$ cat src/rtl/sr_mode_pkg.sv
package sr_mode_pkg;

    typedef enum logic [1:0] {
        MODE_LOCKOUT = 2'd0,
        MODE_SLEEP   = 2'd1,
        MODE_RUN     = 2'd2,
        MODE_GUARD   = 2'd3
    } op_mode_e;

    typedef struct packed {
        logic strobe;
        logic short_on;
    } cyc_rep_t;

    typedef struct packed {
        logic supply_ok;
        logic enabled;
    } cond_t;

    function automatic logic mode_is_active(op_mode_e m);
        return (m == MODE_RUN) || (m == MODE_GUARD);
    endfunction

    function automatic int cnt_width(int a, int b);
        int mx;
        mx = (a > b) ? a : b;
        return (mx < 2) ? 1 : $clog2(mx + 1);
    endfunction

endpackage

$ cat src/rtl/sr_supply_track.sv
module sr_supply_track (
    input  logic clk,
    input  logic rst,
    input  logic above_on_i,
    input  logic below_off_i,
    output logic supply_ok_o
);
    logic ok_q;

    always_ff @(posedge clk) begin
        if (rst) begin
            ok_q <= 1'b0;
        end else if (below_off_i) begin
            ok_q <= 1'b0;
        end else if (above_on_i) begin
            ok_q <= 1'b1;
        end
    end

    assign supply_ok_o = ok_q;

    AST_SUPPLY_HOLD: assert property (@(posedge clk) disable iff (rst)
        (!above_on_i && !below_off_i) |=> $stable(ok_q));
    AST_SUPPLY_DROP: assert property (@(posedge clk) disable iff (rst)
        below_off_i |=> !ok_q);

endmodule

$ cat src/rtl/sr_en_filter.sv
module sr_en_filter #(
    parameter int SYNC_STAGES = 2,
    parameter int HI_CYC      = 2500,
    parameter int LO_CYC      = 1250
) (
    input  logic clk,
    input  logic rst,
    input  logic raw_i,
    output logic level_o
);
    import sr_mode_pkg::*;

    localparam int CW = cnt_width(HI_CYC, LO_CYC);
    localparam logic [CW-1:0] HI_LIM = CW'(HI_CYC - 1);
    localparam logic [CW-1:0] LO_LIM = CW'(LO_CYC - 1);

    logic [SYNC_STAGES-1:0] sreg;
    logic                   synced;
    logic                   filt_q;
    logic [CW-1:0]          cnt_q;
    logic [CW-1:0]          lim;

    generate
        if (SYNC_STAGES == 1) begin : g_one
            always_ff @(posedge clk) begin
                if (rst) sreg <= '0;
                else     sreg <= raw_i;
            end
        end else begin : g_chain
            always_ff @(posedge clk) begin
                if (rst) sreg <= '0;
                else     sreg <= {sreg[SYNC_STAGES-2:0], raw_i};
            end
        end
    endgenerate

    assign synced = sreg[SYNC_STAGES-1];
    assign lim    = filt_q ? LO_LIM : HI_LIM;

    always_ff @(posedge clk) begin
        if (rst) begin
            filt_q <= 1'b0;
            cnt_q  <= '0;
        end else if (synced != filt_q) begin
            if (cnt_q >= lim) begin
                filt_q <= synced;
                cnt_q  <= '0;
            end else begin
                cnt_q <= cnt_q + 1'b1;
            end
        end else begin
            cnt_q <= '0;
        end
    end

    assign level_o = filt_q;

    AST_FILT_HOLD: assert property (@(posedge clk) disable iff (rst)
        (synced == filt_q) |=> $stable(filt_q));
    AST_FILT_CAUSE: assert property (@(posedge clk) disable iff (rst)
        !$stable(filt_q) |-> (filt_q == $past(synced)));

endmodule

$ cat src/rtl/sr_mode_fsm.sv
module sr_mode_fsm (
    input  logic                    clk,
    input  logic                    rst,
    input  sr_mode_pkg::cond_t      cond_i,
    input  logic                    rearm_i,
    input  sr_mode_pkg::cyc_rep_t   cyc_i,
    output sr_mode_pkg::op_mode_e   mode_o,
    output logic                    permit_o
);
    import sr_mode_pkg::*;

    op_mode_e state_q, state_n;
    logic     armed_q, armed_n;

    always_comb begin
        state_n = state_q;
        armed_n = armed_q;
        if (!cond_i.supply_ok) begin
            state_n = MODE_LOCKOUT;
            armed_n = 1'b0;
        end else if (!cond_i.enabled) begin
            state_n = MODE_SLEEP;
            armed_n = 1'b0;
        end else begin
            case (state_q)
                MODE_LOCKOUT, MODE_SLEEP: begin
                    state_n = MODE_RUN;
                    armed_n = 1'b0;
                end
                MODE_RUN: begin
                    if (!armed_q) begin
                        if (rearm_i) armed_n = 1'b1;
                    end else if (cyc_i.strobe && cyc_i.short_on) begin
                        state_n = MODE_GUARD;
                    end
                end
                MODE_GUARD: begin
                    if (cyc_i.strobe && !cyc_i.short_on) state_n = MODE_RUN;
                end
                default: state_n = MODE_LOCKOUT;
            endcase
        end
    end

    always_ff @(posedge clk) begin
        if (rst) begin
            state_q <= MODE_LOCKOUT;
            armed_q <= 1'b0;
        end else begin
            state_q <= state_n;
            armed_q <= armed_n;
        end
    end

    assign mode_o   = state_q;
    assign permit_o = (state_q == MODE_RUN) && armed_q;

    AST_LOCKOUT_ENTRY: assert property (@(posedge clk) disable iff (rst)
        !cond_i.supply_ok |=> (state_q == MODE_LOCKOUT && !permit_o));
    AST_SLEEP_ENTRY: assert property (@(posedge clk) disable iff (rst)
        (cond_i.supply_ok && !cond_i.enabled) |=> (state_q == MODE_SLEEP && !permit_o));
    AST_ENTRY_UNARMED: assert property (@(posedge clk) disable iff (rst)
        (!mode_is_active(state_q) && cond_i.supply_ok && cond_i.enabled) |=> !permit_o);
    AST_PERMIT_CAUSE: assert property (@(posedge clk) disable iff (rst)
        $rose(permit_o) |-> ($past(rearm_i) || $past(cyc_i.strobe && !cyc_i.short_on)));
    AST_SHORT_BLOCKS: assert property (@(posedge clk) disable iff (rst)
        (permit_o && cyc_i.strobe && cyc_i.short_on) |=> (!permit_o));
    AST_GUARD_HOLD: assert property (@(posedge clk) disable iff (rst)
        (state_q == MODE_GUARD && cond_i.supply_ok && cond_i.enabled && !cyc_i.strobe)
        |=> (state_q == MODE_GUARD));

endmodule

$ cat src/rtl/sr_mode_supervisor.sv
module sr_mode_supervisor #(
    parameter int SYNC_STAGES = 2,
    parameter int EN_HI_CYC   = 2500,
    parameter int EN_LO_CYC   = 1250
) (
    input  logic       clk,
    input  logic       rst,
    input  logic       vcc_above_on_i,
    input  logic       vcc_below_off_i,
    input  logic       enable_i,
    input  logic       drain_rearm_i,
    input  logic       cycle_done_i,
    input  logic       cycle_short_i,
    output logic       gate_permit_o,
    output logic [1:0] mode_o,
    output logic       sleep_o
);
    import sr_mode_pkg::*;

    cond_t    cond;
    cyc_rep_t rep;
    op_mode_e mode;

    sr_supply_track u_supply (
        .clk         (clk),
        .rst         (rst),
        .above_on_i  (vcc_above_on_i),
        .below_off_i (vcc_below_off_i),
        .supply_ok_o (cond.supply_ok)
    );

    sr_en_filter #(
        .SYNC_STAGES (SYNC_STAGES),
        .HI_CYC      (EN_HI_CYC),
        .LO_CYC      (EN_LO_CYC)
    ) u_enable (
        .clk     (clk),
        .rst     (rst),
        .raw_i   (enable_i),
        .level_o (cond.enabled)
    );

    assign rep.strobe   = cycle_done_i;
    assign rep.short_on = cycle_short_i;

    sr_mode_fsm u_fsm (
        .clk      (clk),
        .rst      (rst),
        .cond_i   (cond),
        .rearm_i  (drain_rearm_i),
        .cyc_i    (rep),
        .mode_o   (mode),
        .permit_o (gate_permit_o)
    );

    assign mode_o  = mode;
    assign sleep_o = (mode == MODE_SLEEP);

    AST_SLEEP_FLAG: assert property (@(posedge clk) disable iff (rst)
        sleep_o |-> !gate_permit_o);
    AST_PERMIT_MODE: assert property (@(posedge clk) disable iff (rst)
        gate_permit_o |-> (mode_o == 2'd2));

endmodule

$ cat config.mk
export PLATFORM = sky130hd
export DESIGN_NAME = sr_mode_supervisor
export DESIGN_NICKNAME = d
export VERILOG_FILES = /design/src/rtl/sr_mode_pkg.sv /design/src/rtl/sr_supply_track.sv /design/src/rtl/sr_en_filter.sv /design/src/rtl/sr_mode_fsm.sv /design/src/rtl/sr_mode_supervisor.sv
export SDC_FILE = /design/constraint.sdc
export NUM_CORES = 1
export LEC_CHECK = 0
export ABC_AREA = 1
export BUFFER_PORTS_ARGS = -buffer_cell sky130_fd_sc_hd__buf_2
export CORE_MARGIN = 2
export CORE_UTILIZATION = 56
export DETAILED_ROUTE_END_ITERATION = 8
export PLACE_DENSITY = 0.87
export SYNTH_ARGS = -nofsm -noshare
export SYNTH_HDL_FRONTEND = slang
export SYNTH_HIERARCHICAL = 1
export SYNTH_SLANG_ARGS = --single-unit
$ cat constraint.sdc
create_clock -name clk -period 1.8 [get_ports clk]
set_input_delay 0.18 -clock clk [delete_from_list [all_inputs] [get_ports clk]]
set_output_delay 0.18 -clock clk [all_outputs]
set_load 0.02 [all_outputs]
==> flow_metrics.tcl, run 1 <==
set metrics [dict create \
    ant_nets 0 \
    grt_pass1_wl_um 3194 \
    via_count 868 \
    syn-cell-area_mm2 0.001028 \
    gr-total-overflow 0 \
    crit_required_ns 2.04 \
    cts_max_level 1 \
    cp_common_cell "nand2_2" \
    maxCapViolCount 0 \
    avgSynthCellArea_um2 7.346 \
    crit_buf_inv 2 \
    cp_top_family "simple AND/OR/NAND/NOR gates" \
    fin_cells 181 \
    remaining_drc_errors 0 \
    place_inst 176 \
    end_kind "flop" \
    yosys.cell_types.count 19 \
    grt_setup_unrepaired "false" \
    core_mm2 0.001727 \
    dieArea_mm2 0.002195 \
    hold_viol 0 \
    power_leakage_uw 0.0005213 \
    antenna_found_initial 0 \
    crit_arrival_ns 1.88 \
    fmax_ghz 0.6093 \
    vdd_drop_max_mv 0.4953 \
    critPathKind "flop to flop" \
    synth_seq_cells 19 \
    postSynthCellCount 140 \
    finalCriticalPeriod_ns 1.641 \
    wirelength_um 2020 \
    drv_slew 0 \
    start_kind "flop" \
    syn_to_final_growth_pct 12.77 \
    synthesis.nets 154 \
    tightest_slew_ns 0.4478 \
    vias_per_cell 4.796 \
    design_power_total_uw 676.0 \
    seq_area_frac_synth_pct 36.98 \
    num_io_pins 12 \
    slowest_delay_ns 0.38 \
    path_clk_slew_ns 0.11 \
    drt_iter0_drc 15 \
    cts_num_sinks 19 \
    dpl.hpwl_um 1456 \
    status "finished, final reports clean" \
    drt_pass1_iterations 4 \
    finalCritPeriodShare_pct 91.18 \
    numCtsBuffers 3 \
    clk_latency_ns 0.30 \
    yosysWarnings 6 \
    fin_nets 171 \
    crit_fanout 6 \
    grt_max_degree 13 \
    setup_tns_ns 0 \
    die_w_um 46.86 \
    start_util_pct 59.57 \
    powerDensity_mw_per_mm2 582.8 \
    clockBufferDepth 2 \
    path_cells "inv_1, ha_1, nand2_1, inv_2, nand2_2, nand2_2, nor2_4, nand4_4, nor2_2" \
    grt_pass1_vias 767 \
    wl_per_cell_um 11.16 \
    place_congestion 0.9049 \
    grt_use_total_pct 21.15 \
    worstHoldPathType "input pin to flop" \
    rows 15 \
    cts_tree "done" \
    port-buffer-count 11 \
    drive_gt1_share_pct 26.28 \
    cp_slowest_cell "dfxtp_2" \
    setup_violations 0 \
    die_h_um 46.86 \
    finalClockSkew_ns 0.002676 \
    cts-root-buf "clkbuf_4" \
    diodes 0 \
    hold_buffers 0 \
    slew_headroom_pct 70.05 \
]
area by class of cell:
type / instances / area, µm²
Tap cell: 25 / 31.28
Sequential cell: 19 / 381.6
Clock buffer: 4 / 26.28
Inverter: 25 / 93.84
Fill cell: 154 / 566.8
Timing Repair Buffer: 12 / 62.56
Multi-Input combinational cell: 96 / 564.3
sequential cells by signal (all words and copies together) (netlist names):
signal,count
u_enable/cnt_q,12
u_enable/level_o,1
u_enable/sreg,2
u_fsm/armed_q,1
u_fsm/mode_o,2
u_supply/supply_ok_o,1
where the power goes:
group | switching [µW] | internal [µW] | total, µW | leakage [µW]
clock network | 130 | 86.4 | 217 | 0.0000150
logic | 18.6 | 13.0 | 31.7 | 0.000352
registers | 2.99 | 425 | 428 | 0.000154
placed cells by master, fill, tap and decap left out, drive strengths merged:
| master | Yosys | routed |
|---|---|---|
| nand2 | 31 | 31 |
| clkbuf | 0 | 4 |
| nor3 | 1 | 1 |
| xnor2 | 2 | 2 |
| inv | 24 | 24 |
| nor2 | 34 | 34 |
| dfxtp | 19 | 19 |
| xor2 | 8 | 8 |
| buf | 1 | 12 |
| nand3 | 8 | 8 |
| o21bai | 1 | 1 |
| ha | 6 | 6 |
| clkinv | 1 | 1 |
| nand4 | 1 | 2 |
| a21oi | 3 | 3 |
per-layer routing:
| layer | wire (µm) | track usage (%) | vias to the layer above |
|---|---|---|---|
| met4 | 31 | 10.56 | 0 |
| li1 | - | - | 454 |
| met2 | 984 | 34.79 | 27 |
| met5 | 0 | 0 | - |
| met1 | 904 | 24.88 | 381 |
| met3 | 99 | 6.538 | 6 |
worst paths after layout:
path	slack, ns	from	cells after the start	to
worst max-delay path	0.16	u_enable/level_o$_SDFFE_PP0P_	9	u_enable/cnt_q[9]$_SDFF_PP0_
worst min-delay path	0.07	enable_i	3	u_enable/sreg[0]$_SDFF_PP0_
worst max register to register	0.16	u_enable/level_o$_SDFFE_PP0P_	9	u_enable/cnt_q[9]$_SDFF_PP0_
worst min register to register	0.41	u_enable/sreg[0]$_SDFF_PP0_	2	u_enable/sreg[1]$_SDFF_PP0_
synthesized netlist by cell type:
master     n  share of area, %
dfxtp_1   19                37
xor2_1     8               6.8
nor2_1    22               8.0
a21oi_1    3               1.5
nand2_1   28                10
nand3_2    1              0.97
xnor2_1    2               1.7
o21bai_1   1              0.73
nand2_2    3               1.8
nor3_1     1              0.49
nor2_4     1               1.1
inv_2      7               2.6
nor2_2    11               6.7
nand4_4    1               2.1
inv_1     17               6.2
ha_1       6               7.3
buf_6      1               1.1
clkinv_1   1              0.36
nand3_1    7               3.4
logic make-up (layout without fill, tap and decap cells):
group                    Yosys count  count (layout)  share of synthesized area (%)
AO/OA/AOI/OAI                      4               4                          2.190
XOR/XNOR                          10              10                          8.516
adder cells (fa/ha/maj)            6               6                          7.299
buffers and inverters             26              41                          10.22
flip-flops                        19              19                          36.98
AND/OR/NAND/NOR                   75              76                          34.79
stage by stage:
step / hold WS (ns) / setup WS, ns / cell area (µm²) / utilization, %
after floorplan: 0.2512 / 0.2406 / 1028 / -
after global placement: 0.3817 / 0.2341 / 1111 / 64.35
after detailed placement: 0.3886 / 0.08033 / 1111 / 64.35
after CTS: 0.06518 / 0.04519 / 1137 / 65.87
after global routing: 0.07392 / 0.03521 / 1160 / 67.17
final: 0.07484 / 0.1587 / 1160 / 67.17
tightest hold or removal path: stages:
cell and delay (ns):
buf_2 0.09, inv_1 0.04, nor2_1 0.03
repair_timing:
| action | in CTS | in global routing |
|---|---|---|
| setup buffers | 0 | 0 |
| setup endpoints to repair | 0 | 12 |
| resized for setup | 0 | 2 |
Power figures use the tool's default switching activity.
==> run 2, diff against run 1 <==
SYNTH_HIERARCHICAL = unset   (was 1)
==> run 2 against run 1 <==
Via count decreased by 1.4%. Synthesized area up 0.49%. Flip-flop and latch count unchanged. Design area shrank 0.22%. Core utilization fell by 0.14 points. Sequential power about the same. Critical endpoint is now u_enable.cnt_q[10]$_SDFF_PP0_. Largest power group unchanged.
==> flow_metrics.tcl, run 2 <==
set metrics [dict create \
    status "finished, final reports clean" \
    die_w_um 46.96 \
    synth_compound_area_share_pct 2.906 \
    slowest_delay_ns 0.40 \
    p_int_uw 524.0 \
    worstHoldPathType "input pin to flop" \
    swShare_pct 22.87 \
    comb_power_share_pct 4.3 \
    die_h_um 46.96 \
    syn_to_final_growth_pct 11.99 \
    maxCapViolCount 0 \
    synth_simple_gate_area_share_pct 36.80 \
    path_clk_slew_ns 0.11 \
    crit_arrival_ns 1.91 \
    drive_gt1_share_pct 25.49 \
    synth_flop_cell "dfxtp_1" \
    dieArea_mm2 0.002205 \
    synth_fa_ha_area_share_pct 7.264 \
    start_kind "flop" \
    synth_mux_area_share_pct 0 \
    yosysTopAreaCellShare_pct 36.80 \
    finalCritPeriodShare_pct 91.94 \
    clk_latency_ns 0.31 \
    yosysWarnings 0 \
    cts_max_level 1 \
    path_cells "inv_1, ha_1, nand2_1, inv_1, nand2_1, nand2_2, nor2_4, nand4_4, buf_4, nor2_1" \
    gr-total-overflow 0 \
    finalCriticalPeriod_ns 1.655 \
    place_congestion 0.7759 \
    antenna_found_initial 0 \
    dpl.hpwl_um 1471 \
    synth_seq_cells 19 \
    yosys.cell_types.count 20 \
    cts-root-buf "clkbuf_4" \
    utilization_pct 67.03 \
    final_cell_mix "25 x nand2_1, 21 x inv_1, 19 x dfxtp_1, 16 x nor2_1" \
    diodes 0 \
    layout_commonest_cell "nand2_1" \
    p_seq_share_pct 63.0 \
    finalClockSkew_ns 0.006689 \
    critPathKind "flop to flop" \
    setup_violations 0 \
    yosys.cell_count.top_type "nand2_1" \
    drv_slew 0 \
    synth_enable_flop_cells 0 \
    fmax_ghz 0.6042 \
    cts_tree "done" \
    fill_cells 146 \
    grt_use_total_pct 21.09 \
    num_io_pins 12 \
    async_reset_ff_share_pct 0 \
    vias_per_cell 4.809 \
    wirelength_um 1991 \
    start_util_pct 59.86 \
    synth_top_family_by_area "simple AND/OR/NAND/NOR gates" \
    setup_tns_ns 0 \
    yosys-top-cells-count "25 x nand2_1, 21 x inv_1, 19 x dfxtp_1" \
    rows 15 \
    end_kind "flop" \
    seq_area_frac_synth_pct 36.80 \
    cp_slowest_cell "dfxtp_1" \
    remaining_drc_errors 0 \
    via_count 856 \
    p_sw_uw 155.3 \
    top_register "u_enable.cnt_q" \
    synth_area_leader_cell "dfxtp_1" \
    vdd_drop_max_mv 0.4676 \
    syn-cell-area_mm2 0.001033 \
    synth_xor_area_share_pct 6.780 \
    fin_nets 168 \
    power_frac_clock_pct 32.7 \
    grt_pass1_wl_um 3146 \
    powerDensity_mw_per_mm2 587.0 \
    cts_num_sinks 19 \
    largest_reg_flops 12 \
    drt_pass1_iterations 4 \
    drt_iter0_drc 7 \
    crit_required_ns 2.05 \
    core_mm2 0.001727 \
    tightest_slew_ns 0.2668 \
    hold_viol 0 \
    ant_nets 0 \
    clockBufferDepth 2 \
    synth_area_leaders "dfxtp_1 37%, nand2_1 9.1%, inv_1 7.6%" \
    port-buffer-count 11 \
    avgSynthCellArea_um2 7.599 \
    power_leakage_uw 0.0005400 \
    wl_per_cell_um 11.19 \
    postSynthCellCount 136 \
    grt_pass1_vias 783 \
    grt_max_degree 13 \
    synthesis.nets 150 \
    numCtsBuffers 3 \
    crit_fanout 5 \
    slew_headroom_pct 82.08 \
    grt_setup_unrepaired "false" \
]
-- run 2: changes by cell type after synthesis, sizes merged, moves of 2 or more --
cell	before	now
nand2	31	29
xor2	8	6
nand4	1	3
a21oi	3	5
nor2	34	29
nor3	1	5
-- run 2: cell type report --
class,instances,area [µm²],share of cell area (%)
well taps,25,31.28,2.703
multi-input cells,93,555.5,48.00
repair buffers,14,77.57,6.703
clock buffers,4,26.28,2.270
flip-flops and latches,19,380.4,32.86
inverters,23,86.33,7.459
-- run 2: final timing paths --
check                                              startpoint                                end  slack, ns  depth (start not counted)
worst max-delay path            u_enable.level_o$_SDFFE_PP0P_      u_enable.cnt_q[10]$_SDFF_PP0_       0.15                         10
worst min-delay path                          vcc_below_off_i  u_supply.supply_ok_o$_SDFFE_PP0P_       0.01                          2
worst max register to register  u_enable.level_o$_SDFFE_PP0P_      u_enable.cnt_q[10]$_SDFF_PP0_       0.15                         10
worst min register to register    u_enable.sreg[0]$_SDFF_PP0_        u_enable.sreg[1]$_SDFF_PP0_       0.42                          2
-- run 2: critical path: cells and delay by family, from the launching register on --
family | cells | cell delay, ns
buffers and inverters | 3 | 0.36
adder cells (fa/ha/maj) | 1 | 0.29
AND/OR/NAND/NOR | 6 | 0.54
flip-flops | 1 | 0.40
-- run 2: layer usage --
layer | vias to the layer above | GRT usage (%) | routed length [µm]
li1 | 450 | - | -
met1 | 392 | 23.52 | 846
met2 | 9 | 36.99 | 1046
met3 | 5 | 4.615 | 53
met4 | 0 | 11.67 | 45
met5 | - | 0 | 0
-- run 2: per-stage QoR --
stage	total power [µW]	cell area [µm²]	worst slack (ns)	hold WS [ns]	instances
2_1_floorplan	452.2	1033	0.2996	0.2512	136
3_3_place_gp	462.3	1116	0.2112	0.3461	172
5_1_grt	699.5	1157	0.002124	0.01685	178
6_report	679.4	1157	0.1450	0.01452	178
4_1_cts	682.5	1142	0.05004	0.01617	176
3_5_place_dp	464.4	1116	0.07716	0.3491	172
-- run 2: logic make-up after synthesis --
kind of cell    after synthesis
compound gates                6
xor+xnor                      8
fa+ha+maj                     6
simple gates                 73
buf+inv                      24
flops                        19
-- run 2: power by group through the flow --
stage	logic [µW]	registers [µW]	clock network, µW
after floorplan	14.9	437	0
after global placement	25.6	437	0
after detailed placement	27.0	437	0
after CTS	27.0	428	228
after global routing	31.9	428	239
final	29.4	428	222
-- run 2: repair_timing --
item | CTS | global route
resized for setup | 0 | 0
buffers inserted | 0 | 2
endpoints found under the setup margin | 0 | 12
hold buffers | 0 | 0
